**config.mk**
```make
export PLATFORM = sky130hd
export DESIGN_NAME = perm_gate
export DESIGN_NICKNAME = d
export VERILOG_FILES = /design/src/rtl/perm_gate_pkg.sv /design/src/rtl/pg_ctrl_word.sv /design/src/rtl/pg_domain_sel.sv /design/src/rtl/pg_quarter_sel.sv /design/src/rtl/pg_ap_judge.sv /design/src/rtl/perm_gate.sv
export SDC_FILE = /design/constraint.sdc
export NUM_CORES = 1
export LEC_CHECK = 0
export BUFFER_PORTS_ARGS = -buffer_cell sky130_fd_sc_hd__buf_2
export CAP_MARGIN = 10
export CORE_ASPECT_RATIO = 0.9
export CORE_MARGIN = 4
export CORE_UTILIZATION = 35
export DETAILED_ROUTE_END_ITERATION = 12
export PLACE_DENSITY = 0.67
export SLEW_MARGIN = 40
export SYNTH_ARGS = -nofsm -noshare
export SYNTH_HDL_FRONTEND = slang
export SYNTH_SLANG_ARGS = --single-unit
```
**constraint.sdc**
```tcl
create_clock -name clk -period 2.1 [get_ports clk]
set_input_delay 0.315 -clock clk [delete_from_list [all_inputs] [get_ports clk]]
set_output_delay 0.315 -clock clk [all_outputs]
set_load 0.1 [all_outputs]
```
**src/rtl/perm_gate_pkg.sv**
```systemverilog
package perm_gate_pkg;

    typedef enum logic [1:0] {
        DOM_BLOCK   = 2'b00,
        DOM_CLIENT  = 2'b01,
        DOM_RSVD    = 2'b10,
        DOM_MANAGER = 2'b11
    } dom_mode_e;

    typedef enum logic [1:0] {
        KIND_SECTION = 2'b00,
        KIND_SMALL   = 2'b01,
        KIND_LARGE   = 2'b10,
        KIND_TINY    = 2'b11
    } map_kind_e;

    typedef struct packed {
        logic valid;
        logic allow;
        logic dom_fault;
        logic perm_fault;
    } verdict_t;

endpackage

```
**src/rtl/pg_ctrl_word.sv**
```systemverilog
module pg_ctrl_word #(
    parameter int CTRL_W = 32
) (
    input  logic              clk,
    input  logic              rst_n,
    input  logic              we,
    input  logic [CTRL_W-1:0] wdata,
    output logic [CTRL_W-1:0] value
);
    logic [CTRL_W-1:0] word_d, word_q;

    always_comb begin
        word_d = word_q;
        if (we) word_d = wdata;
    end

    always_ff @(posedge clk) begin
        if (!rst_n) word_q <= '0;
        else        word_q <= word_d;
    end

    assign value = word_q;


    cfg_load_chk: assert property (@(posedge clk) disable iff (!rst_n)
        we |=> (value == $past(wdata)));


    cfg_hold_chk: assert property (@(posedge clk) disable iff (!rst_n)
        !we |=> $stable(value));

endmodule

```
**src/rtl/pg_domain_sel.sv**
```systemverilog
module pg_domain_sel
    import perm_gate_pkg::*;
#(
    parameter int NUM_DOM = 16,
    parameter int POL_W   = 2,
    localparam int DOM_W  = $clog2(NUM_DOM),
    localparam int CTRL_W = NUM_DOM * POL_W
) (
    input  logic [CTRL_W-1:0] ctrl,
    input  logic [DOM_W-1:0]  dom,
    output dom_mode_e         mode
);
    logic [POL_W-1:0] policy [NUM_DOM];

    for (genvar g = 0; g < NUM_DOM; g++) begin : g_unpack
        assign policy[g] = ctrl[g*POL_W +: POL_W];
    end

    assign mode = dom_mode_e'(policy[dom]);

endmodule

```
**src/rtl/pg_quarter_sel.sv**
```systemverilog
module pg_quarter_sel
    import perm_gate_pkg::*;
#(
    parameter int VA_W      = 16,
    parameter int AP_W      = 2,
    parameter int QUARTERS  = 4,
    parameter int SMALL_LSB = 10,
    parameter int LARGE_LSB = 14,
    localparam int Q_W      = $clog2(QUARTERS),
    localparam int BUNDLE_W = QUARTERS * AP_W
) (
    input  map_kind_e           kind,
    input  logic [VA_W-1:0]     vaddr,
    input  logic [BUNDLE_W-1:0] ap_bundle,
    output logic [AP_W-1:0]     ap,
    output logic [Q_W-1:0]      quarter
);
    logic [AP_W-1:0] ap_field [QUARTERS];
    logic            va_unused;

    for (genvar q = 0; q < QUARTERS; q++) begin : g_fields
        assign ap_field[q] = ap_bundle[q*AP_W +: AP_W];
    end

    always_comb begin
        case (kind)
            KIND_SMALL: quarter = vaddr[SMALL_LSB +: Q_W];
            KIND_LARGE: quarter = vaddr[LARGE_LSB +: Q_W];
            default:    quarter = '0;
        endcase
    end

    assign ap        = ap_field[quarter];
    assign va_unused = ^vaddr;

endmodule

```
**src/rtl/pg_ap_judge.sv**
```systemverilog
module pg_ap_judge #(
    parameter int AP_W = 2
) (
    input  logic [AP_W-1:0] ap,
    input  logic            write,
    input  logic            user,
    output logic            ok
);
    always_comb begin
        case (ap)
            2'b00:   ok = 1'b0;
            2'b01:   ok = !user;
            2'b10:   ok = !user || !write;
            default: ok = 1'b1;
        endcase
    end

endmodule

```
**src/rtl/perm_gate.sv**
```systemverilog
module perm_gate
    import perm_gate_pkg::*;
#(
    parameter int NUM_DOM   = 16,
    parameter int POL_W     = 2,
    parameter int AP_W      = 2,
    parameter int QUARTERS  = 4,
    parameter int VA_W      = 16,
    parameter int SMALL_LSB = 10,
    parameter int LARGE_LSB = 14,
    localparam int DOM_W    = $clog2(NUM_DOM),
    localparam int CTRL_W   = NUM_DOM * POL_W,
    localparam int Q_W      = $clog2(QUARTERS),
    localparam int BUNDLE_W = QUARTERS * AP_W
) (
    input  logic                clk,
    input  logic                rst_n,
    input  logic                cfg_we,
    input  logic [CTRL_W-1:0]   cfg_wdata,
    output logic [CTRL_W-1:0]   cfg_rdata,
    input  logic                req_valid,
    input  logic [DOM_W-1:0]    req_domain,
    input  logic [1:0]          req_kind,
    input  logic [VA_W-1:0]     req_vaddr,
    input  logic [BUNDLE_W-1:0] req_ap,
    input  logic                req_write,
    input  logic                req_user,
    output logic                rsp_valid,
    output logic                rsp_allow,
    output logic                rsp_dom_fault,
    output logic                rsp_perm_fault
);
    logic [CTRL_W-1:0] ctrl;
    dom_mode_e         mode;
    logic [AP_W-1:0]   ap_sel;
    logic [Q_W-1:0]    quarter;
    logic              ap_ok;
    verdict_t          verdict_d, verdict_q;

    pg_ctrl_word #(.CTRL_W(CTRL_W)) u_ctrl (
        .clk   (clk),
        .rst_n (rst_n),
        .we    (cfg_we),
        .wdata (cfg_wdata),
        .value (ctrl)
    );

    pg_domain_sel #(.NUM_DOM(NUM_DOM), .POL_W(POL_W)) u_dom (
        .ctrl (ctrl),
        .dom  (req_domain),
        .mode (mode)
    );

    pg_quarter_sel #(
        .VA_W(VA_W), .AP_W(AP_W), .QUARTERS(QUARTERS),
        .SMALL_LSB(SMALL_LSB), .LARGE_LSB(LARGE_LSB)
    ) u_qsel (
        .kind      (map_kind_e'(req_kind)),
        .vaddr     (req_vaddr),
        .ap_bundle (req_ap),
        .ap        (ap_sel),
        .quarter   (quarter)
    );

    pg_ap_judge #(.AP_W(AP_W)) u_judge (
        .ap    (ap_sel),
        .write (req_write),
        .user  (req_user),
        .ok    (ap_ok)
    );

    always_comb begin
        verdict_d = '0;
        if (req_valid) begin
            verdict_d.valid = 1'b1;
            case (mode)
                DOM_MANAGER: verdict_d.allow = 1'b1;
                DOM_CLIENT: begin
                    verdict_d.allow      = ap_ok;
                    verdict_d.perm_fault = !ap_ok;
                end
                default:     verdict_d.dom_fault = 1'b1;
            endcase
        end
    end

    always_ff @(posedge clk) begin
        if (!rst_n) verdict_q <= '0;
        else        verdict_q <= verdict_d;
    end

    assign cfg_rdata      = ctrl;
    assign rsp_valid      = verdict_q.valid;
    assign rsp_allow      = verdict_q.allow;
    assign rsp_dom_fault  = verdict_q.dom_fault;
    assign rsp_perm_fault = verdict_q.perm_fault;


    one_outcome_chk: assert property (@(posedge clk) disable iff (!rst_n)
        rsp_valid |-> ($countones({rsp_allow, rsp_dom_fault, rsp_perm_fault}) == 1));


    latency_chk: assert property (@(posedge clk) disable iff (!rst_n)
        req_valid |=> rsp_valid);


    idle_quiet_chk: assert property (@(posedge clk) disable iff (!rst_n)
        !req_valid |=> !(rsp_valid || rsp_allow || rsp_dom_fault || rsp_perm_fault));


    manager_allow_chk: assert property (@(posedge clk) disable iff (!rst_n)
        (req_valid && mode == DOM_MANAGER) |=> rsp_allow);


    blocked_dom_chk: assert property (@(posedge clk) disable iff (!rst_n)
        (req_valid && (mode == DOM_BLOCK || mode == DOM_RSVD)) |=> (rsp_dom_fault && !rsp_allow));


    client_no_domfault_chk: assert property (@(posedge clk) disable iff (!rst_n)
        (req_valid && mode == DOM_CLIENT) |=> !rsp_dom_fault);

endmodule

```
==> impl_metrics.yaml, run 1 <==
power:
  clockPowerShare_pct: 27.8
  cellPowerDensity_nw_per_um2: 762
  pwr-share-seq_pct: 41.4
  p_leak_uw: 0.00122
  p_comb_share_pct: 30.8
  p_total_uw: 1810
  netSwitchingPower_uw: 663
  p_int_uw: 1150
  p_sw_share_pct: 36.6
  vdd_drop_max_uv: 367
logic_synthesis:
  synth_top_area_share_pct: 41.2
  synth.largest_area_cell: "dfxtp_1"
  synth_edf_count: 0
  yosysSeqAreaShare_pct: 41.2
  netlist_instances: 152
  async_flop_share_pct: 0
  yosys-top-cells-count: "mux2i_1 (38), dfxtp_1 (36), nor2b_1 (32)"
  yosysWarnings: 0
  ys_ff_latch: 36
  yosys.cell_types.count: 27
  synth.most_common_cell: "mux2i_1"
  postSynthAreaPerCell_sq_um: 11.5
  synth.net_count: 222
  synthesis.area_sq_um: 1750
  synth_area_leaders: "dfxtp_1 (41%), mux2i_1 (22%), nor2b_1 (11%), mux4_1 (11%), ha_1 (1.4%)"
  synth_flop_cell: "dfxtp_1"
worst_setup_path:
  cp-end-kind: "flop"
  worstPathArrival_ns: 1.73
  rr_startpoint: "u_ctrl.value[3]"
  cp_max_fo: 8
  crit_family: "multiplexers"
  crit_path_start_kind: "input pin"
  cp.depth: 6
  required_ns: 2.27
  cp-startpoint: "req_domain[0]"
  cp_num_buf_inv: 1
  critPathKind: "in -> reg"
  max_stage_delay_ns: 0.58
  reg2reg_setup_slack_ns: 0.56
  r2r_end: "rsp_allow"
  crit_slowest_cell: "mux4_1"
  crit_end: "rsp_allow"
  reg2regPathDepth: 5
  cp_cell_sequence: "buf_2, mux4_1, mux2i_1, mux2_1, o21ai_1, o21ba_1"
timing:
  finalCritPeriodShare_pct: 74.2
  period_minus_slack_ns: 1.56
  clock_skew_ns: 0.0114
  setup_slack_ns: 0.542
  slew_violations: 0
  setup_tns_ns: 0
  max_slew_margin_pct: 67.1
  whs_ns: 0.245
  fmax_mhz: 642
  grt_setup_unrepaired: "no"
  setup_viol: 0
  hold_viol: 0
  worstMarginPinSlew_ns: 0.496
routing:
  antenna_left: 0
  vias_per_cell: 4.61
  avgRoutedWirePerCell_microns: 13.6
  drc: 0
  num_vias: 1429
  firstDrtPassIters: 4
  drt_wl_total_microns: 4220
  drtIter0Drc: 65
clock_tree:
  clk_latency_ns: 0.29
  h-tree-depth: 2
  cts_buffers: 5
  cts_tree: "yes"
  path_clk_slew_ns: 0.08
  clockRootBuffer: "clkbuf_8"
  ctsHoldBuffers: 0
  clkSinkCount: 36
  cts_resized: 0
  cts_setup_buffers: 0
  cts_buffer_depth: 2
run_status:
  status: "completed"
die:
  core_area_sq_um: 4830
  die_h_microns: 75.1
  num_rows: 24
  io_pins: 104
  die_area_sq_um: 6200
  start_util_pct: 36.2
  die_width_microns: 82.5
place:
  dpl_cell_area_sq_um: 2280
  place_ws_ns: 0.220
  numPortBuffers: 91
  gp_congestion: 0.691
  dp_hpwl_microns: 3350
grt:
  track_usage_pct: 13.8
  grt_pass1_vias: 1343
  grt_pass1_wl_microns: 6390
  grt_start_max_net_pins: 23
  grt_overflow: 0
  antenna_found_initial: 0
final_layout:
  finalNetCount: 314
  fin_area_sq_um: 2380
  antenna_cells: 0
  drive_above_1_share_pct: 42.9
  syn_to_final_growth_pct: 35.8
hold_path:
  hp-class: "in -> reg"
flow_run:
  max-cap-violations: 0
per-layer routing:
| layer | global-route usage, % | vias to the layer above | part of all wire [%] |
|---|---|---|---|
| li1 | - | 727 | - |
| met1 | 17.9 | 642 | 43 |
| met2 | 22.2 | 53 | 47 |
| met3 | 3.95 | 7 | 8.7 |
| met4 | 4.90 | 0 | 1.3 |
| met5 | 0 | - | 0 |
power by group through the flow:
stage	sequential (uW)	clock, uW	combinational [uW]
after floorplan	1050	0	152
after global placement	765	0	559
after detailed placement	766	0	561
after CTS	751	519	562
after global routing	756	556	587
final	750	504	557
stage by stage:
| step | instances | util [%] |
|---|---|---|
| 2_1_floorplan | 152 | - |
| 3_3_place_gp | 302 | 47.2 |
| 3_5_place_dp | 302 | 47.2 |
| 4_1_cts | 310 | 49.2 |
| 5_1_grt | 310 | 49.2 |
| 6_report | 310 | 49.2 |
cell usage in the layout, fill, tap and decap left out, types with 2 or more instances in the layout:
cell,instances
buf_4,4
mux4_1,7
nand2_1,2
nor2b_1,32
ha_1,2
o22ai_1,2
buf_2,91
inv_1,3
nor3b_1,2
clkbuf_8,6
nor2_1,2
o21a_1,2
mux2i_1,38
dfxtp_1,36
area by class of cell:
| type | instances | area (sq um) |
|---|---|---|
| multi-input cells | 102 | 965 |
| well taps | 65 | 81.3 |
| flip-flops and latches | 36 | 721 |
| inverters | 3 | 11.3 |
| clock buffers | 7 | 86.3 |
| repair buffers | 96 | 505 |
| fillers | 458 | 2460 |
| clock inverters | 1 | 7.51 |
cell families (layout without fill, tap and decap cells):
family	Yosys count	after routing	share of synthesized area [%]
flops	36	36	41.2
mux	47	47	34.2
fa+ha+maj	2	2	1.43
buf+inv	14	107	3.72
simple gates	42	42	14.7
compound gates	11	11	4.86
registers in the layout (all words and copies together), names as in the netlist:
register and flops:
rsp_allow 1, rsp_dom_fault 1, rsp_perm_fault 1, rsp_valid 1
u_ctrl.value 32
worst min-delay path by stage:
stage,start,to,depth (start not counted)
after floorplan,rst_n,u_ctrl.value[3],1
after global placement,u_ctrl.value[18],u_ctrl.value[18],2
after detailed placement,u_ctrl.value[17],u_ctrl.value[17],2
after CTS,req_valid,rsp_valid,3
after global routing,req_valid,rsp_valid,3
final,req_valid,rsp_valid,3
worst reg2reg max path: cells and delay by family (launching register included):
kind | cells | cell delay [ns]
multiplexers | 3 | 0.84
AO/OA/AOI/OAI | 2 | 0.25
flip-flops | 1 | 0.35
Power figures use the tool's default switching activity.
==> run 2, diff against run 1 <==
--- a/config.mk
+++ b/config.mk
@@ -11,7 +11,7 @@
 export CORE_MARGIN = 4
 export CORE_UTILIZATION = 35
 export DETAILED_ROUTE_END_ITERATION = 12
-export PLACE_DENSITY = 0.67
+export PLACE_DENSITY = 0.69
 export SLEW_MARGIN = 40
 export SYNTH_ARGS = -nofsm -noshare
 export SYNTH_HDL_FRONTEND = slang
==> constraint.sdc (replaced) <==
create_clock -name clk -period 1.32 [get_ports clk]
set_input_delay 0.198 -clock clk [delete_from_list [all_inputs] [get_ports clk]]
set_output_delay 0.198 -clock clk [all_outputs]
set_load 0.1 [all_outputs]
==> impl_metrics.yaml, run 2 (same netlist as run 1, synthesis figures left out) <==
timing:
  period_minus_slack_ns: 1.48
  grt_setup_unrepaired: "yes"
  hold_viol: 0
  worstMarginPinSlew_ns: 0.498
  setup_viol: 2
  max_slew_margin_pct: 67.0
  clock_skew_ns: 0.00394
  setup_slack_ns: -0.161
  fmax_mhz: 675
  finalCritPeriodShare_pct: 112
  slew_violations: 0
worst_setup_path:
  worstPathArrival_ns: 1.66
  crit_slowest_cell: "mux4_2"
  required_ns: 1.50
  cp_num_buf_inv: 0
  crit_family: "multiplexers"
  max_stage_delay_ns: 0.47
  cp_cell_sequence: "mux4_2, mux2i_1, mux2_4, o21ai_2, o21ba_1"
  critPathKind: "reg -> reg"
  cp.depth: 5
  reg2regPathDepth: 5
  crit_path_start_kind: "flop"
  cp-end-kind: "flop"
  cp_max_fo: 2
place:
  placed_cells: 336
  gp_congestion: 0.739
  place_ws_ns: -0.338
  dp_hpwl_microns: 3760
  numPortBuffers: 91
final_layout:
  fin_cells: 345
  finalNetCount: 349
  layout_common_cells: "buf_2 (59), buf_4 (50), mux2i_1 (38), nor2b_1 (32), dfxtp_4 (32)"
  mostFrequentLayoutCell: "buf_2"
  largest_reg_flops: 32
  syn_to_final_growth_pct: 76.8
  drive_above_1_share_pct: 65.0
  antenna_cells: 0
hold_path:
  hp-class: "in -> reg"
  min_path_cells: 3
die:
  die_width_microns: 82.5
  start_util_pct: 36.2
  core_area_sq_um: 4830
  num_rows: 24
  io_pins: 104
  die_area_sq_um: 6200
  die_h_microns: 75.1
power:
  p_comb_share_pct: 36.7
  p_leak_uw: 0.00147
  pwr-share-seq_pct: 36.7
  vdd_drop_max_uv: 691
  p_sw_share_pct: 34.7
  netSwitchingPower_uw: 1100
  clockPowerShare_pct: 26.7
  p_int_uw: 2060
  cellPowerDensity_nw_per_um2: 1020
grt:
  grt_overflow: 0
  antenna_found_initial: 0
  grt_pass1_vias: 1595
  grt_start_max_net_pins: 34
  grt_pass1_wl_microns: 7600
  track_usage_pct: 16.4
routing:
  firstDrtPassIters: 4
  vias_per_cell: 4.55
  drc: 0
  drt_wl_total_microns: 4800
  avgRoutedWirePerCell_microns: 13.9
  num_vias: 1571
  antenna_left: 0
  drtIter0Drc: 36
run_status:
  violations: "setup timing"
  status: "finished with violations"
clock_tree:
  clkSinkCount: 36
  ctsHoldBuffers: 0
  h-tree-depth: 2
  cts_tree: "yes"
  cts_buffers: 5
  clockRootBuffer: "clkbuf_8"
  clk_latency_ns: 0.28
  path_clk_slew_ns: 0.07
  cts_buffer_depth: 2
flow_run:
  max-cap-violations: 0
## run 2: timing repair
| item | CTS | global route |
|---|---|---|
| buffers inserted | 0 | 1 |
| gates cloned | 0 | 0 |
| endpoints found under the setup margin | 13 | 3 |
| pin swaps | 1 | 1 |
| gates resized for setup | 13 | 3 |
## run 2: layout make-up
cell class                 count  area [sq um]
fill                         378          1740
timing repair buffer         131          1100
multi-input combinational    102           962
sequential                    36           841
clock buffer                   8           100
tap                           65          81.3
inverter                       3          11.3
## run 2: per-layer routing
metal,global-route usage [%],wire [microns]
met5,0,0
met4,3.81,39
met3,6.94,433
met2,24.1,2200
met1,22.4,2130
## run 2: power groups by stage
stage	clock [uW]	sequential, uW	combinational [uW]
floorplan	0	1650	251
global placement	0	1180	1130
detailed placement	0	1180	1140
CTS	874	1160	1160
global route	919	1170	1220
finish	844	1160	1160
## run 2: final timing paths
check / startpoint / slack (ns) / to
max: u_ctrl.value[7] / -0.16 / rsp_allow
min: req_valid / 0.14 / rsp_valid
max reg2reg: u_ctrl.value[7] / -0.16 / rsp_allow
min reg2reg: u_ctrl.value[24] / 0.62 / u_ctrl.value[24]
## run 2: metrics by stage
stage                     util, %  cell area [sq um]  hold WS, ns  power, uW  TNS, ns
after floorplan                 -               1880        0.325       1900   -0.283
after global placement       61.2               2960        0.433       2310   -0.717
after detailed placement     61.2               2960        0.434       2320   -0.793
after CTS                    63.9               3090        0.136       3200   -0.286
after global routing         64.0               3090        0.160       3300   -0.422
final                        64.0               3090        0.145       3160   -0.252
## run 2: worst reg2reg max path: stages (launching register included)
cell and delay, ns:
dfxtp_4 0.34, mux4_2 0.47, mux2i_1 0.17, mux2_4 0.18, o21ai_2 0.05, o21ba_1 0.16
==> run 3, diff against run 2 <==
--- a/config.mk
+++ b/config.mk
@@ -12,6 +12,7 @@
 export CORE_UTILIZATION = 35
 export DETAILED_ROUTE_END_ITERATION = 12
 export PLACE_DENSITY = 0.69
+export RECOVER_POWER = 100
 export SLEW_MARGIN = 40
 export SYNTH_ARGS = -nofsm -noshare
 export SYNTH_HDL_FRONTEND = slang
==> impl_metrics.yaml, run 3 (same netlist as run 1, synthesis figures left out) <==
clock_tree:
  cts_buffer_depth: 2
  cts_tree: "yes"
  clkSinkCount: 36
  ctsHoldBuffers: 0
  clk_latency_ns: 0.28
  h-tree-depth: 2
  clockRootBuffer: "clkbuf_8"
  path_clk_slew_ns: 0.07
  cts_buffers: 5
worst_setup_path:
  required_ns: 1.50
  reg2regPathDepth: 5
  critPathKind: "reg -> reg"
  cp-end-kind: "flop"
  cp-startpoint: "u_ctrl.value[15]"
  max_stage_delay_ns: 0.46
  crit_end: "rsp_allow"
  r2r_end: "rsp_allow"
  cp_max_fo: 2
  rr_startpoint: "u_ctrl.value[15]"
  reg2reg_setup_slack_ns: -0.17
  crit_path_start_kind: "flop"
  worstPathArrival_ns: 1.66
  cp_cell_sequence: "mux4_2, mux2i_1, mux2_4, o21ai_2, o21ba_1"
  crit_slowest_cell: "mux4_2"
power:
  pwr-share-seq_pct: 38.1
  p_int_uw: 1980
  p_comb_share_pct: 34.2
  vdd_drop_max_uv: 699
  p_sw_share_pct: 35.5
  p_leak_uw: 0.00136
  netSwitchingPower_uw: 1090
  clockPowerShare_pct: 27.7
  cellPowerDensity_nw_per_um2: 1090
  p_total_uw: 3060
timing:
  clock_skew_ns: 0.00550
  slew_violations: 0
  period_minus_slack_ns: 1.49
  setup_viol: 2
  grt_setup_unrepaired: "yes"
  worstMarginPinSlew_ns: 0.555
  whs_ns: 0.144
  finalCritPeriodShare_pct: 113
  fmax_mhz: 672
  max_slew_margin_pct: 63.2
  hold_viol: 0
  setup_slack_ns: -0.168
die:
  core_area_sq_um: 4830
  io_pins: 104
  num_rows: 24
  start_util_pct: 36.2
  die_area_sq_um: 6200
  die_width_microns: 82.5
  die_h_microns: 75.1
routing:
  drtIter0Drc: 53
  drt_wl_total_microns: 4810
  avgRoutedWirePerCell_microns: 13.9
  drc: 0
  firstDrtPassIters: 4
  num_vias: 1565
  vias_per_cell: 4.54
  antenna_left: 0
place:
  numPortBuffers: 91
  gp_congestion: 0.739
  dp_hpwl_microns: 3760
grt:
  track_usage_pct: 16.4
  grt_pass1_wl_microns: 7600
  grt_overflow: 0
  grt_pass1_vias: 1595
  grt_start_max_net_pins: 34
  antenna_found_initial: 0
final_layout:
  layout_common_cells: "buf_2 (54), mux2i_1 (38), buf_4 (35), nor2b_1 (32), dfxtp_4 (21)"
  antenna_cells: 0
  largest_reg_flops: 32
  mostFrequentLayoutCell: "buf_2"
  drive_above_1_share_pct: 56.8
  syn_to_final_growth_pct: 60.3
  finalNetCount: 349
  fill_cells: 427
hold_path:
  min-delay-start: "req_valid"
  hp-class: "in -> reg"
flow_run:
  max-cap-violations: 0
run_status:
  status: "finished with violations"
  violations: "setup timing"
run 3: cell count changes in the layout (fill, tap and decap cells not counted):
| cell | delta |
|---|---|
| buf_12 | -20 |
| clkbuf_1 | +12 |
| buf_2 | -5 |
| clkbuf_2 | +5 |
| buf_6 | +13 |
| clkbuf_4 | +10 |
| buf_4 | -15 |
| dfxtp_1 | +11 |
| dfxtp_4 | -11 |
run 3: what timing repair did:
item	4_1_cts	5_1_grt
setup endpoints to repair	13	3
pin swaps	1	1
setup buffers	0	1
gates resized for setup	13	3
gates cloned	0	0
run 3: through the flow:
stage	cell area (sq um)	TNS (ns)	cells	utilization, %	worst slack [ns]
2_1_floorplan	1880	-0.283	152	-	-0.194
6_report	2810	-0.265	345	58.0	-0.168
3_5_place_dp	2960	-0.793	336	61.2	-0.338
4_1_cts	3090	-0.286	344	63.9	-0.176
5_1_grt	2810	-0.444	345	58.0	-0.229
3_3_place_gp	2960	-0.717	336	61.2	-0.320
run 3: layout make-up:
type	count	area [sq um]	area share, %
clock buffers	8	100	3.57
inverters	3	11.3	0.401
multi-input cells	102	962	34.3
flip-flops and latches	36	800	28.5
well taps	65	81.3	2.90
repair buffers	131	852	30.4
run 3: how the worst min path moves through the flow:
| stage | end | slack [ns] | depth (start not counted) |
|---|---|---|---|
| 2_1_floorplan | u_ctrl.value[3] | 0.32 | 1 |
| 3_3_place_gp | rsp_valid | 0.43 | 3 |
| 5_1_grt | rsp_valid | 0.16 | 3 |
| 6_report | rsp_valid | 0.14 | 3 |
| 4_1_cts | rsp_valid | 0.14 | 3 |
| 3_5_place_dp | rsp_valid | 0.43 | 3 |
run 3: worst max-delay path: cells and delay by family, from the launching register on:
family          cells  cell delay [ns]
mux                 3             0.82
compound gates      2             0.21
flops               1             0.34
run 3: layer usage:
layer  GRT usage [%]  routed length [microns]  vias to the layer above
met1            22.4                     2160                      707
li1                -                        -                      794
met4            3.81                       39                        0
met2            24.1                     2190                       59
met3            6.94                      418                        5
met5               0                        0                        -
run 3: power groups by stage:
stage	Combinational (uW)	Clock, uW	Sequential (uW)
4_1_cts	1160	874	1160
3_5_place_dp	1140	0	1180
6_report	1050	849	1170
2_1_floorplan	251	0	1650
5_1_grt	1110	920	1170
3_3_place_gp	1130	0	1180
